`config.mk`:
```
export PLATFORM = sky130hd
export DESIGN_NAME = ilv_burst_router
export DESIGN_NICKNAME = d
export VERILOG_FILES = /design/src/rtl/ibr_pkg.sv /design/src/rtl/ibr_burst_tracker.sv /design/src/rtl/ibr_open_table.sv /design/src/rtl/ibr_beat_shaper.sv /design/src/rtl/ilv_burst_router.sv
export SDC_FILE = /design/constraint.sdc
export NUM_CORES = 1
export LEC_CHECK = 0
export BUFFER_PORTS_ARGS = -buffer_cell sky130_fd_sc_hd__buf_2
export CORE_AREA = 2 2 217 219
export DETAILED_ROUTE_END_ITERATION = 12
export DIE_AREA = 0 0 219 221
export SLEW_MARGIN = 20
export SYNTH_ARGS = -nofsm -noshare
export SYNTH_HDL_FRONTEND = slang
export SYNTH_SLANG_ARGS = --single-unit
export TNS_END_PERCENT = 20
```
`constraint.sdc`:
```
create_clock -name clk -period 2.31 [get_ports clk]
set_input_delay 0.462 -clock clk [delete_from_list [all_inputs] [get_ports clk]]
set_output_delay 0.462 -clock clk [all_outputs]
set_load 0.03 [all_outputs]
```
`src/rtl/ibr_pkg.sv`:
```
package ibr_pkg;

  typedef enum logic [1:0] {
    ERR_RANGE   = 2'd0,
    ERR_DUP_SOP = 2'd1,
    ERR_ORPHAN  = 2'd2,
    ERR_OUTSIDE = 2'd3
  } err_kind_t;

  // bytes held by the final word: a zero field means the whole 8-byte word
  function automatic logic [3:0] last_word_bytes(input logic [2:0] low);
    return (low == 3'd0) ? 4'd8 : {1'b0, low};
  endfunction

endpackage

```
`src/rtl/ibr_burst_tracker.sv`:
```
module ibr_burst_tracker #(
  parameter int CHAN_W = 8
) (
  input  logic              clk,
  input  logic              rst_n,
  input  logic              live,
  input  logic              sob,
  input  logic              eob,
  input  logic [CHAN_W-1:0] chan_in,
  output logic [CHAN_W-1:0] cur_chan,
  output logic [CHAN_W-1:0] held_chan,
  output logic              in_burst_q,
  output logic              outside
);

  logic [CHAN_W-1:0] held_q;
  logic              burst_d;

  assign held_chan = held_q;
  assign cur_chan  = sob ? chan_in : held_q;
  assign outside   = live && !sob && !in_burst_q;

  always_comb begin
    burst_d = in_burst_q;
    if (live) begin
      if (sob)             burst_d = !eob;
      else if (in_burst_q) burst_d = !eob;
    end
  end

  always_ff @(posedge clk or negedge rst_n) begin
    if (!rst_n) begin
      held_q     <= '0;
      in_burst_q <= 1'b0;
    end else begin
      in_burst_q <= burst_d;
      if (live && sob) held_q <= chan_in;
    end
  end

endmodule

```
`src/rtl/ibr_open_table.sv`:
```
module ibr_open_table #(
  parameter int NUM_CHAN = 16,
  parameter int IDX_W    = 4
) (
  input  logic                clk,
  input  logic                rst_n,
  input  logic [IDX_W-1:0]    idx,
  input  logic                set_en,
  input  logic                clr_en,
  output logic                open_rd,
  output logic [NUM_CHAN-1:0] open_vec
);

  for (genvar c = 0; c < NUM_CHAN; c++) begin : g_flag
    logic hit;
    assign hit = (idx == IDX_W'(c));
    always_ff @(posedge clk or negedge rst_n) begin
      if (!rst_n)                open_vec[c] <= 1'b0;
      else if (clr_en && hit)    open_vec[c] <= 1'b0;
      else if (set_en && hit)    open_vec[c] <= 1'b1;
    end
  end

  assign open_rd = open_vec[idx];

endmodule

```
`src/rtl/ibr_beat_shaper.sv`:
```
module ibr_beat_shaper #(
  parameter int WORDS  = 4,
  parameter int WORD_W = 64,
  parameter int CNT_W  = 3,
  parameter int CHAN_W = 8,
  parameter int LB_W   = 4,
  localparam int DATA_W = WORDS * WORD_W
) (
  input  logic              clk,
  input  logic              rst_n,
  input  logic              fwd,
  input  logic [CHAN_W-1:0] chan,
  input  logic [DATA_W-1:0] data,
  input  logic [CNT_W-1:0]  nvalid,
  input  logic              sop,
  input  logic              eop,
  input  logic [LB_W-1:0]   lastbytes,
  input  logic              err_fire,
  input  logic [1:0]        err_kind_in,
  input  logic [CHAN_W-1:0] err_chan_in,
  output logic              out_valid,
  output logic [CHAN_W-1:0] out_chan,
  output logic [DATA_W-1:0] out_data,
  output logic [CNT_W-1:0]  out_nvalid,
  output logic              out_sop,
  output logic              out_eop,
  output logic [LB_W-1:0]   out_lastbytes,
  output logic              err_valid,
  output logic [1:0]        err_kind,
  output logic [CHAN_W-1:0] err_chan
);

  function automatic logic [CNT_W-1:0] clamp_count(input logic [CNT_W-1:0] n);
    return (n > CNT_W'(WORDS)) ? CNT_W'(WORDS) : n;
  endfunction

  // valid words are packed from the top word downward
  function automatic logic [WORDS-1:0] top_mask(input logic [CNT_W-1:0] n);
    logic [WORDS-1:0] m;
    for (int w = 0; w < WORDS; w++) m[w] = (w >= WORDS - int'(n));
    return m;
  endfunction

  logic [CNT_W-1:0]  cnt_c;
  logic [WORDS-1:0]  keep_c;
  logic [DATA_W-1:0] data_c;

  assign cnt_c  = clamp_count(nvalid);
  assign keep_c = top_mask(cnt_c);

  for (genvar w = 0; w < WORDS; w++) begin : g_word
    assign data_c[w*WORD_W +: WORD_W] = keep_c[w] ? data[w*WORD_W +: WORD_W] : '0;
  end

  always_ff @(posedge clk or negedge rst_n) begin
    if (!rst_n) begin
      out_valid     <= 1'b0;
      out_chan      <= '0;
      out_data      <= '0;
      out_nvalid    <= '0;
      out_sop       <= 1'b0;
      out_eop       <= 1'b0;
      out_lastbytes <= '0;
      err_valid     <= 1'b0;
      err_kind      <= '0;
      err_chan      <= '0;
    end else begin
      out_valid     <= fwd;
      out_chan      <= fwd ? chan : '0;
      out_data      <= fwd ? data_c : '0;
      out_nvalid    <= fwd ? cnt_c : '0;
      out_sop       <= fwd && sop;
      out_eop       <= fwd && eop;
      out_lastbytes <= (fwd && eop) ? lastbytes : '0;
      err_valid     <= err_fire;
      err_kind      <= err_fire ? err_kind_in : '0;
      err_chan      <= err_fire ? err_chan_in : '0;
    end
  end

endmodule

```
`src/rtl/ilv_burst_router.sv`:
```
module ilv_burst_router #(
  parameter int NUM_CHAN = 16,
  parameter int CHAN_W   = 8,
  parameter int WORDS    = 4,
  parameter int WORD_W   = 64,
  parameter int CNT_W    = 3,
  parameter int CODE_W   = 4,
  localparam int DATA_W  = WORDS * WORD_W,
  localparam int IDX_W   = (NUM_CHAN > 1) ? $clog2(NUM_CHAN) : 1
) (
  input  logic              clk,
  input  logic              rst_n,
  input  logic              in_sob,
  input  logic              in_eob,
  input  logic              in_sop,
  input  logic [CNT_W-1:0]  in_nvalid,
  input  logic [CODE_W-1:0] in_eopcode,
  input  logic [CHAN_W-1:0] in_chan,
  input  logic [DATA_W-1:0] in_data,
  output logic              out_valid,
  output logic [CHAN_W-1:0] out_chan,
  output logic [DATA_W-1:0] out_data,
  output logic [CNT_W-1:0]  out_nvalid,
  output logic              out_sop,
  output logic              out_eop,
  output logic [CODE_W-1:0] out_lastbytes,
  output logic              err_valid,
  output logic [1:0]        err_kind,
  output logic [CHAN_W-1:0] err_chan
);
  import ibr_pkg::*;

  localparam logic [CHAN_W:0] CHAN_LIM = (CHAN_W+1)'(NUM_CHAN);

  logic              live;
  logic [CHAN_W-1:0] cur_chan, held_chan;
  logic              in_burst_q, outside;
  logic              chan_ok, range_bad, ok_beat;
  logic              dup_sop, orphan, err_fire;
  err_kind_t         kind_c;
  logic [CHAN_W-1:0] err_chan_c;
  logic [IDX_W-1:0]  tbl_idx;
  logic              set_en, clr_en, open_rd;
  logic [NUM_CHAN-1:0] open_vec;
  logic              eop_flag;
  logic [CODE_W-1:0] lastbytes_c;

  assign live = (in_nvalid != '0);

  ibr_burst_tracker #(.CHAN_W(CHAN_W)) u_track (
    .clk       (clk),
    .rst_n     (rst_n),
    .live      (live),
    .sob       (in_sob),
    .eob       (in_eob),
    .chan_in   (in_chan),
    .cur_chan  (cur_chan),
    .held_chan (held_chan),
    .in_burst_q(in_burst_q),
    .outside   (outside)
  );

  assign chan_ok   = ({1'b0, cur_chan} < CHAN_LIM);
  assign range_bad = live && !outside && !chan_ok;
  assign ok_beat   = live && !outside && chan_ok;
  assign tbl_idx   = cur_chan[IDX_W-1:0];

  assign dup_sop = ok_beat && in_sob && in_sop && open_rd;
  assign orphan  = ok_beat && in_sob && !in_sop && !open_rd;
  assign err_fire = outside || range_bad || dup_sop || orphan;

  always_comb begin
    kind_c     = ERR_RANGE;
    err_chan_c = cur_chan;
    if (outside) begin
      kind_c     = ERR_OUTSIDE;
      err_chan_c = held_chan;
    end else if (range_bad) kind_c = ERR_RANGE;
    else if (dup_sop)       kind_c = ERR_DUP_SOP;
    else if (orphan)        kind_c = ERR_ORPHAN;
  end

  assign eop_flag    = in_eopcode[CODE_W-1];
  assign lastbytes_c = last_word_bytes(in_eopcode[2:0]);
  assign set_en      = ok_beat && in_sob && in_sop;
  assign clr_en      = ok_beat && eop_flag;

  ibr_open_table #(.NUM_CHAN(NUM_CHAN), .IDX_W(IDX_W)) u_open (
    .clk     (clk),
    .rst_n   (rst_n),
    .idx     (tbl_idx),
    .set_en  (set_en),
    .clr_en  (clr_en),
    .open_rd (open_rd),
    .open_vec(open_vec)
  );

  ibr_beat_shaper #(
    .WORDS(WORDS), .WORD_W(WORD_W), .CNT_W(CNT_W), .CHAN_W(CHAN_W), .LB_W(CODE_W)
  ) u_shape (
    .clk          (clk),
    .rst_n        (rst_n),
    .fwd          (ok_beat),
    .chan         (cur_chan),
    .data         (in_data),
    .nvalid       (in_nvalid),
    .sop          (in_sob && in_sop),
    .eop          (eop_flag),
    .lastbytes    (lastbytes_c),
    .err_fire     (err_fire),
    .err_kind_in  (kind_c),
    .err_chan_in  (err_chan_c),
    .out_valid    (out_valid),
    .out_chan     (out_chan),
    .out_data     (out_data),
    .out_nvalid   (out_nvalid),
    .out_sop      (out_sop),
    .out_eop      (out_eop),
    .out_lastbytes(out_lastbytes),
    .err_valid    (err_valid),
    .err_kind     (err_kind),
    .err_chan     (err_chan)
  );

endmodule

```
# == Yosys cells after proc, flatten, opt, wreduce, memory -nomap -nowiden ==
# Cells that the tools add are included.
# word_totals
input_bits,276
out_inout_bits,285
wordCells,180
reg_bits,310
# op_classes
addsub,1
muxes,54
n_lt_le_gt_ge,7
reduce_logical,75
eq_ne,15
# op_table
op,count
two-way mux 256 bit,1
two-way mux 64 bit,4
>= comparator 3 x 32 -> 1 bit (first input constant),2
logical AND 1 bit,46
two-way mux 1 bit,35
equality test 4 bit (second input constant),8
>= comparator 1 x 32 -> 1 bit (first input constant),1
>= comparator 2 x 32 -> 1 bit (first input constant),1
two-way mux 8 bit,4
nonzero test 2 bit,16
equality test 4 x 3 -> 1 bit (second input constant),4
two-way mux 2 bit,5
equality test 4 x 2 -> 1 bit (second input constant),2
less-than comparator 8 x 5 -> 1 bit (second input constant),1
two-way mux 4 bit,2
zero test 1 bit,7
two-way mux 3 bit,2
less-than comparator 4 x 5 -> 1 bit (second input constant),1
binary-select mux 1 bit (select 4 bit),1
equality test 4 x 1 -> 1 bit (second input constant),1
zero test 4 bit,1
subtractor 3 x 3 -> 4 bit (first input constant),1
greater-than comparator 3 bit (second input constant),1
zero test 3 bit,1
other kinds (2),4

# == Longest topological paths before layout ==
# logic_depth
word_depth,14
mapped_depth,9

# == Modules after synthesis ==
# From an unflattened synthesis, not the netlist that was laid out.
# hier_totals
hier_cells,755
area_unflattened_um2,10824.1
# modules_own_cells
module,n_inst,cells_per_inst,seq_area_each_um2,area_each_um2
ibr_beat_shaper,1,625,7131.8,9366.5
ibr_open_table,1,73,400.4,805.8
ibr_burst_tracker,1,30,225.2,445.4
ilv_burst_router,1,27,0.0,206.4

# == Least setup slack after synthesis ==
# Ideal clock, no wire load.
# synth_timing
path_kind,input to register
startpoint,input in_chan[0]
endpoint,register u_shape.err_chan[0]
slack_ns,0.040
path_stages,6
arrival_ns,2.145
required_ns,2.185
path_cell_list,buf_4 > nor2b_1 > a32o_1 > o41a_1 > a2111o_4 > mux2_4
# synth_between
elab_chain_len,9
word_cells_on_any_way,18
classes_between,order compare (1); mux (5); reduce/logical (12)
# synth_rtl
element,line,source
from (decl),ilv_burst_router.sv:18,"input logic [CHAN_W-1:0] in_chan,"
two-way mux 8 bit *,ibr_burst_tracker.sv:20,assign cur_chan = sob ? chan_in : held_q;
less-than comparator 8 x 5 -> 1 bit,ilv_burst_router.sv:63,"assign chan_ok = ({1'b0, cur_chan} < CHAN_LIM);"
logical AND 1 bit,ilv_burst_router.sv:65,assign ok_beat = live && !outside && chan_ok;
logical AND 1 bit,"ilv_burst_router.sv:68, ilv_burst_router.sv:69",
logical AND 1 bit (2 in series),ilv_burst_router.sv:68,assign dup_sop = ok_beat && in_sob && in_sop && open_rd;
logical OR 1 bit (2 in series),ilv_burst_router.sv:70,assign err_fire = outside || range_bad || dup_sop || orphan;
two-way mux 8 bit *,ibr_beat_shaper.sv:77,err_chan <= err_fire ? err_chan_in : '0;
to (signal assigned),ibr_beat_shaper.sv:77,
to (decl),ibr_beat_shaper.sv:30,output logic [CHAN_W-1:0] err_chan
# Every way passes the cells marked *; elsewhere a longest branch is shown, timed or not. The select of a mux whose other input is x is not followed.
# A chain may end at the register's enable or synchronous reset.

# == Final worst setup path ==
# layout_timing
startpoint,"register u_track.held_q[0], in the netlist u_track.held_chan[0]"
endpoint,register u_shape.err_chan[3]
# layout_between
elab_chain_len,9
word_cells_on_any_way,17
classes_between,order compare (1); mux (4); reduce/logical (12)
# layout_rtl
element,line,source
from (decl),ibr_burst_tracker.sv:16,logic [CHAN_W-1:0] held_q;
from (signal assigned),ibr_burst_tracker.sv:37,if (live && sob) held_q <= chan_in;
two-way mux 8 bit *,ibr_burst_tracker.sv:20,
less-than comparator 8 x 5 -> 1 bit,ilv_burst_router.sv:63,
logical AND 1 bit,ilv_burst_router.sv:65,
logical AND 1 bit,"ilv_burst_router.sv:68, ilv_burst_router.sv:69",
logical AND 1 bit (2 in series),ilv_burst_router.sv:68,
logical OR 1 bit,ilv_burst_router.sv:70,
logical OR 1 bit *,ilv_burst_router.sv:70,
two-way mux 8 bit *,ibr_beat_shaper.sv:77,
# Marked as above.

==> metrics.txt <==
crit-path leading delay family=compound AO/OA/AOI/OAI gates; Max Slew Vio Count=0; Crit path arrival time=between 2000 and 3000 ps; WL final=approximately 35,000 um; Clock Skews=between 8 and 9 ps; cts bufs inserted=35; I/O pin count=around 560; max-cap viol count=0; critical path type=register to register; Iter 0 DRT Violations=about 410; Layout Nets=between 1,500 and 2,000; Sequential Area=roughly 7800 um^2; Ys Warns=0; slowest stage delay, CP=460 ps; per-cell routed wire length=around 17 um; share of post-route cells with drive strength above 1=between 40 and 50%; placed cells=around 2,000; row count=between 70 and 80; HP Class=input pin to register; status=finished clean; Yosys reg bits=a little over 300; initial core utilization=about a quarter; post-DR vias/cell=4.10; Die H=221 um; # DRC=0; crit-path max FO=12; vias=between 8,000 and 9,000; cells along the critical path=buf_4 -> a32o_1 -> o41a_1 -> a2111o_4 -> mux2_4; initial antenna violation count=5; die width=between 200 and 250 um; clock root cell=clkbuf_16; top_reg_cell synth=dfrtp_1; Non-Filler Instances=2,038; total grt overflow=0; Max VDD drop=~0.54 mV; fin crit period=2240 ps; Power Dens Cells=roughly 800 nW/um^2; Post-Syn Area per Cell=13.6 um^2; Fin. Hold Viols=0; CTS tree=built; area taken by multi-input logic gates=between 2000 and 3000 um^2; CTS clk-pin slew, worst paths=60 ps; nature of the critical path startpoint=register; P_leak=approximately 9 nW; Post-synth ARST share=100%; Final ANT Viol Nets=0; first-pass GRT wire length=between 50,000 and 60,000 um; sequential area share after synthesis=72.2%; CTS Sinks=just over 300; # setup viols final=0; synthesized area=roughly 11,000 um^2; largest net degree at the start of global routing=between 60 and 70; Mapped Cells=approximately 790; vias in the first global route=8,956; H-tree depth=2; P&R area growth vs syn=47.8%; port bufs=between 500 and 600; Post-synth EDFFs=0; Post-DP HPWL=around 26,000 um; Post-CTS Setup Inserts=0; Hold Slack=around 110 ps; first drt pass iteration count=4; clk_lat worst skew=between 500 and 600 ps; GPL Wtd Cong=between 0.9 and 1; fmax=between 400 and 500 MHz; CTS max path bufs=3; period utilization=between 90% and 100%; CP Buf/Inv Count=1; worst-margin pin slew=approximately 680 ps; slowest cell on the critical path=o41a_1; number of fillers in the final layout=4,663; relative slew slack=54.8%; core footprint=between 40,000 and 50,000 um^2; RSZ-0062 raised after global routing=no; GR Util All Layers=between 10 and 15%; Worst Path Required=approximately 2700 ps; DIE AREA=48,400 um^2; crit end category=register; Synth cell types=49
-- layout make-up --
type	count	area share, %
antenna	4	0.0630
sequential	310	48.8
multi-input combinational	431	17.6
tap	607	4.78
timing repair buffer	617	21.0
inverter	9	0.213
clock buffer	43	6.28
clock inverter	17	1.26
-- cell families (layout without fill, tap and decap cells) --
family | after synthesis | in the layout | synth area share, %
other | 1 | 8 | 0.0349
XOR/XNOR | 1 | 1 | 0.0815
adder cells (fa/ha/maj) | 1 | 1 | 0.116
flip-flops | 310 | 310 | 72.2
buffers and inverters | 54 | 686 | 2.21
AO/OA/AOI/OAI | 71 | 71 | 4.42
multiplexers | 19 | 19 | 2.09
AND/OR/NAND/NOR | 335 | 335 | 18.9
-- what timing repair did --
item	CTS	global route
endpoints found under the setup margin	0	5
hold buffers	1	0
gates resized for setup	0	1
endpoints found under the hold margin	47	0
-- routing by layer --
metal / GRT usage (%) / part of all wire (%) / vias to the layer above / routed length [um]
met1: 16.3 / 39 / 4038 / 13500
met2: 24.6 / 49 / 413 / 17200
met4: 4.64 / 2.5 / 6 / 883
met3: 4.19 / 9.2 / 59 / 3200
met5: 0 / 0.098 / - / 34
li1: - / - / 3834 / -
-- cell usage after synthesis (3+ instances only) --
| cell | number | area (um^2) |
|---|---|---|
| nor2b_1 | 8 | 50.1 |
| nor4b_1 | 3 | 26.3 |
| o32ai_1 | 3 | 26.3 |
| and3_1 | 69 | 432 |
| a21oi_1 | 39 | 195 |
| or2_2 | 4 | 25.0 |
| mux2_2 | 8 | 90.1 |
| nor2_1 | 23 | 86.3 |
| mux2_4 | 5 | 75.1 |
| nand2_1 | 6 | 22.5 |
| mux2i_1 | 6 | 60.1 |
| dfrtp_1 | 310 | 7760 |
| nor3_1 | 11 | 55.1 |
| inv_1 | 9 | 33.8 |
| and2_1 | 195 | 1220 |
| clkbuf_1 | 36 | 135 |
| a31oi_1 | 6 | 37.5 |
| buf_2 | 3 | 15.0 |
| a32o_1 | 4 | 40.0 |
| buf_6 | 3 | 33.8 |
-- cells in the final DEF (no fill, tap or decap), types with 3 or more instances in the layout --
master      count
mux2_2          8
conb_1          4
a32o_1          4
nor2b_1         8
mux2_4          5
nand2_1         6
and3_1         69
buf_12          7
and2_1        195
o32ai_1         3
nor4b_1         3
a21oi_1        38
nor2_1         22
inv_1           9
buf_2         559
clkbuf_16      37
mux2i_1         6
bufinv_16       4
nor3_1         10
clkinvlp_4      3
diode_2         4
a31oi_1         6
clkinv_2        8
buf_4          49
clkbuf_8        5
dfrtp_1       309
or2_2           4
-- per-stage QoR --
stage                     worst slack [ps]  utilization [%]  power [mW]  area [um^2]  setup TNS, ps
after floorplan                       39.5                -        6.26        10800              0
after global placement               -78.4             31.8        6.90        14700          -2120
after detailed placement             -92.6             31.8        6.92        14700          -4020
after CTS                             22.9             34.5        12.8        15900              0
after global routing                  22.7             34.5        13.1        15900              0
final                                 73.6             34.5        12.5        15900              0
-- power breakdown --
| group | switching, mW | internal [mW] |
|---|---|---|
| Clock | 2.23 | 3.52 |
| Sequential | 0.0690 | 5.56 |
| Combinational | 0.693 | 0.477 |
| Total | 2.99 | 9.56 |
-- sequential cells by signal, indices dropped and copies added, names as in the netlist --
name                   count
u_shape.out_data         256
u_open.open_vec           16
u_shape.err_kind           2
u_shape.out_nvalid         3
u_shape.err_valid          1
u_track.held_chan          8
u_shape.out_chan           8
u_shape.out_eop            1
u_shape.err_chan           8
u_shape.out_lastbytes      4
u_shape.out_sop            1
u_track.in_burst_q         1
u_shape.out_valid          1
-- path summary, 6_finish.rpt --
| path | end | slack (ps) | depth (start not counted) | start |
|---|---|---|---|---|
| worst min-delay path | u_shape.out_lastbytes[3]$_DFF_PN0_ | 110 | 2 | in_eopcode[0] |
| min in group asynchronous | u_shape.out_data[166]$_DFF_PN0_ | 480 | 2 | rst_n |
| worst max register to register | u_shape.err_chan[3]$_DFF_PN0_ | 70 | 5 | u_track.held_chan[0]$_DFFE_PN0P_ |
| worst max-delay path | u_shape.err_chan[3]$_DFF_PN0_ | 70 | 5 | u_track.held_chan[0]$_DFFE_PN0P_ |
| worst min register to register | u_track.held_chan[5]$_DFFE_PN0P_ | 530 | 1 | u_track.held_chan[5]$_DFFE_PN0P_ |
| max in group asynchronous | u_shape.out_data[13]$_DFF_PN0_ | 1090 | 3 | rst_n |
Note: power is estimated with default switching activity, not from simulation.
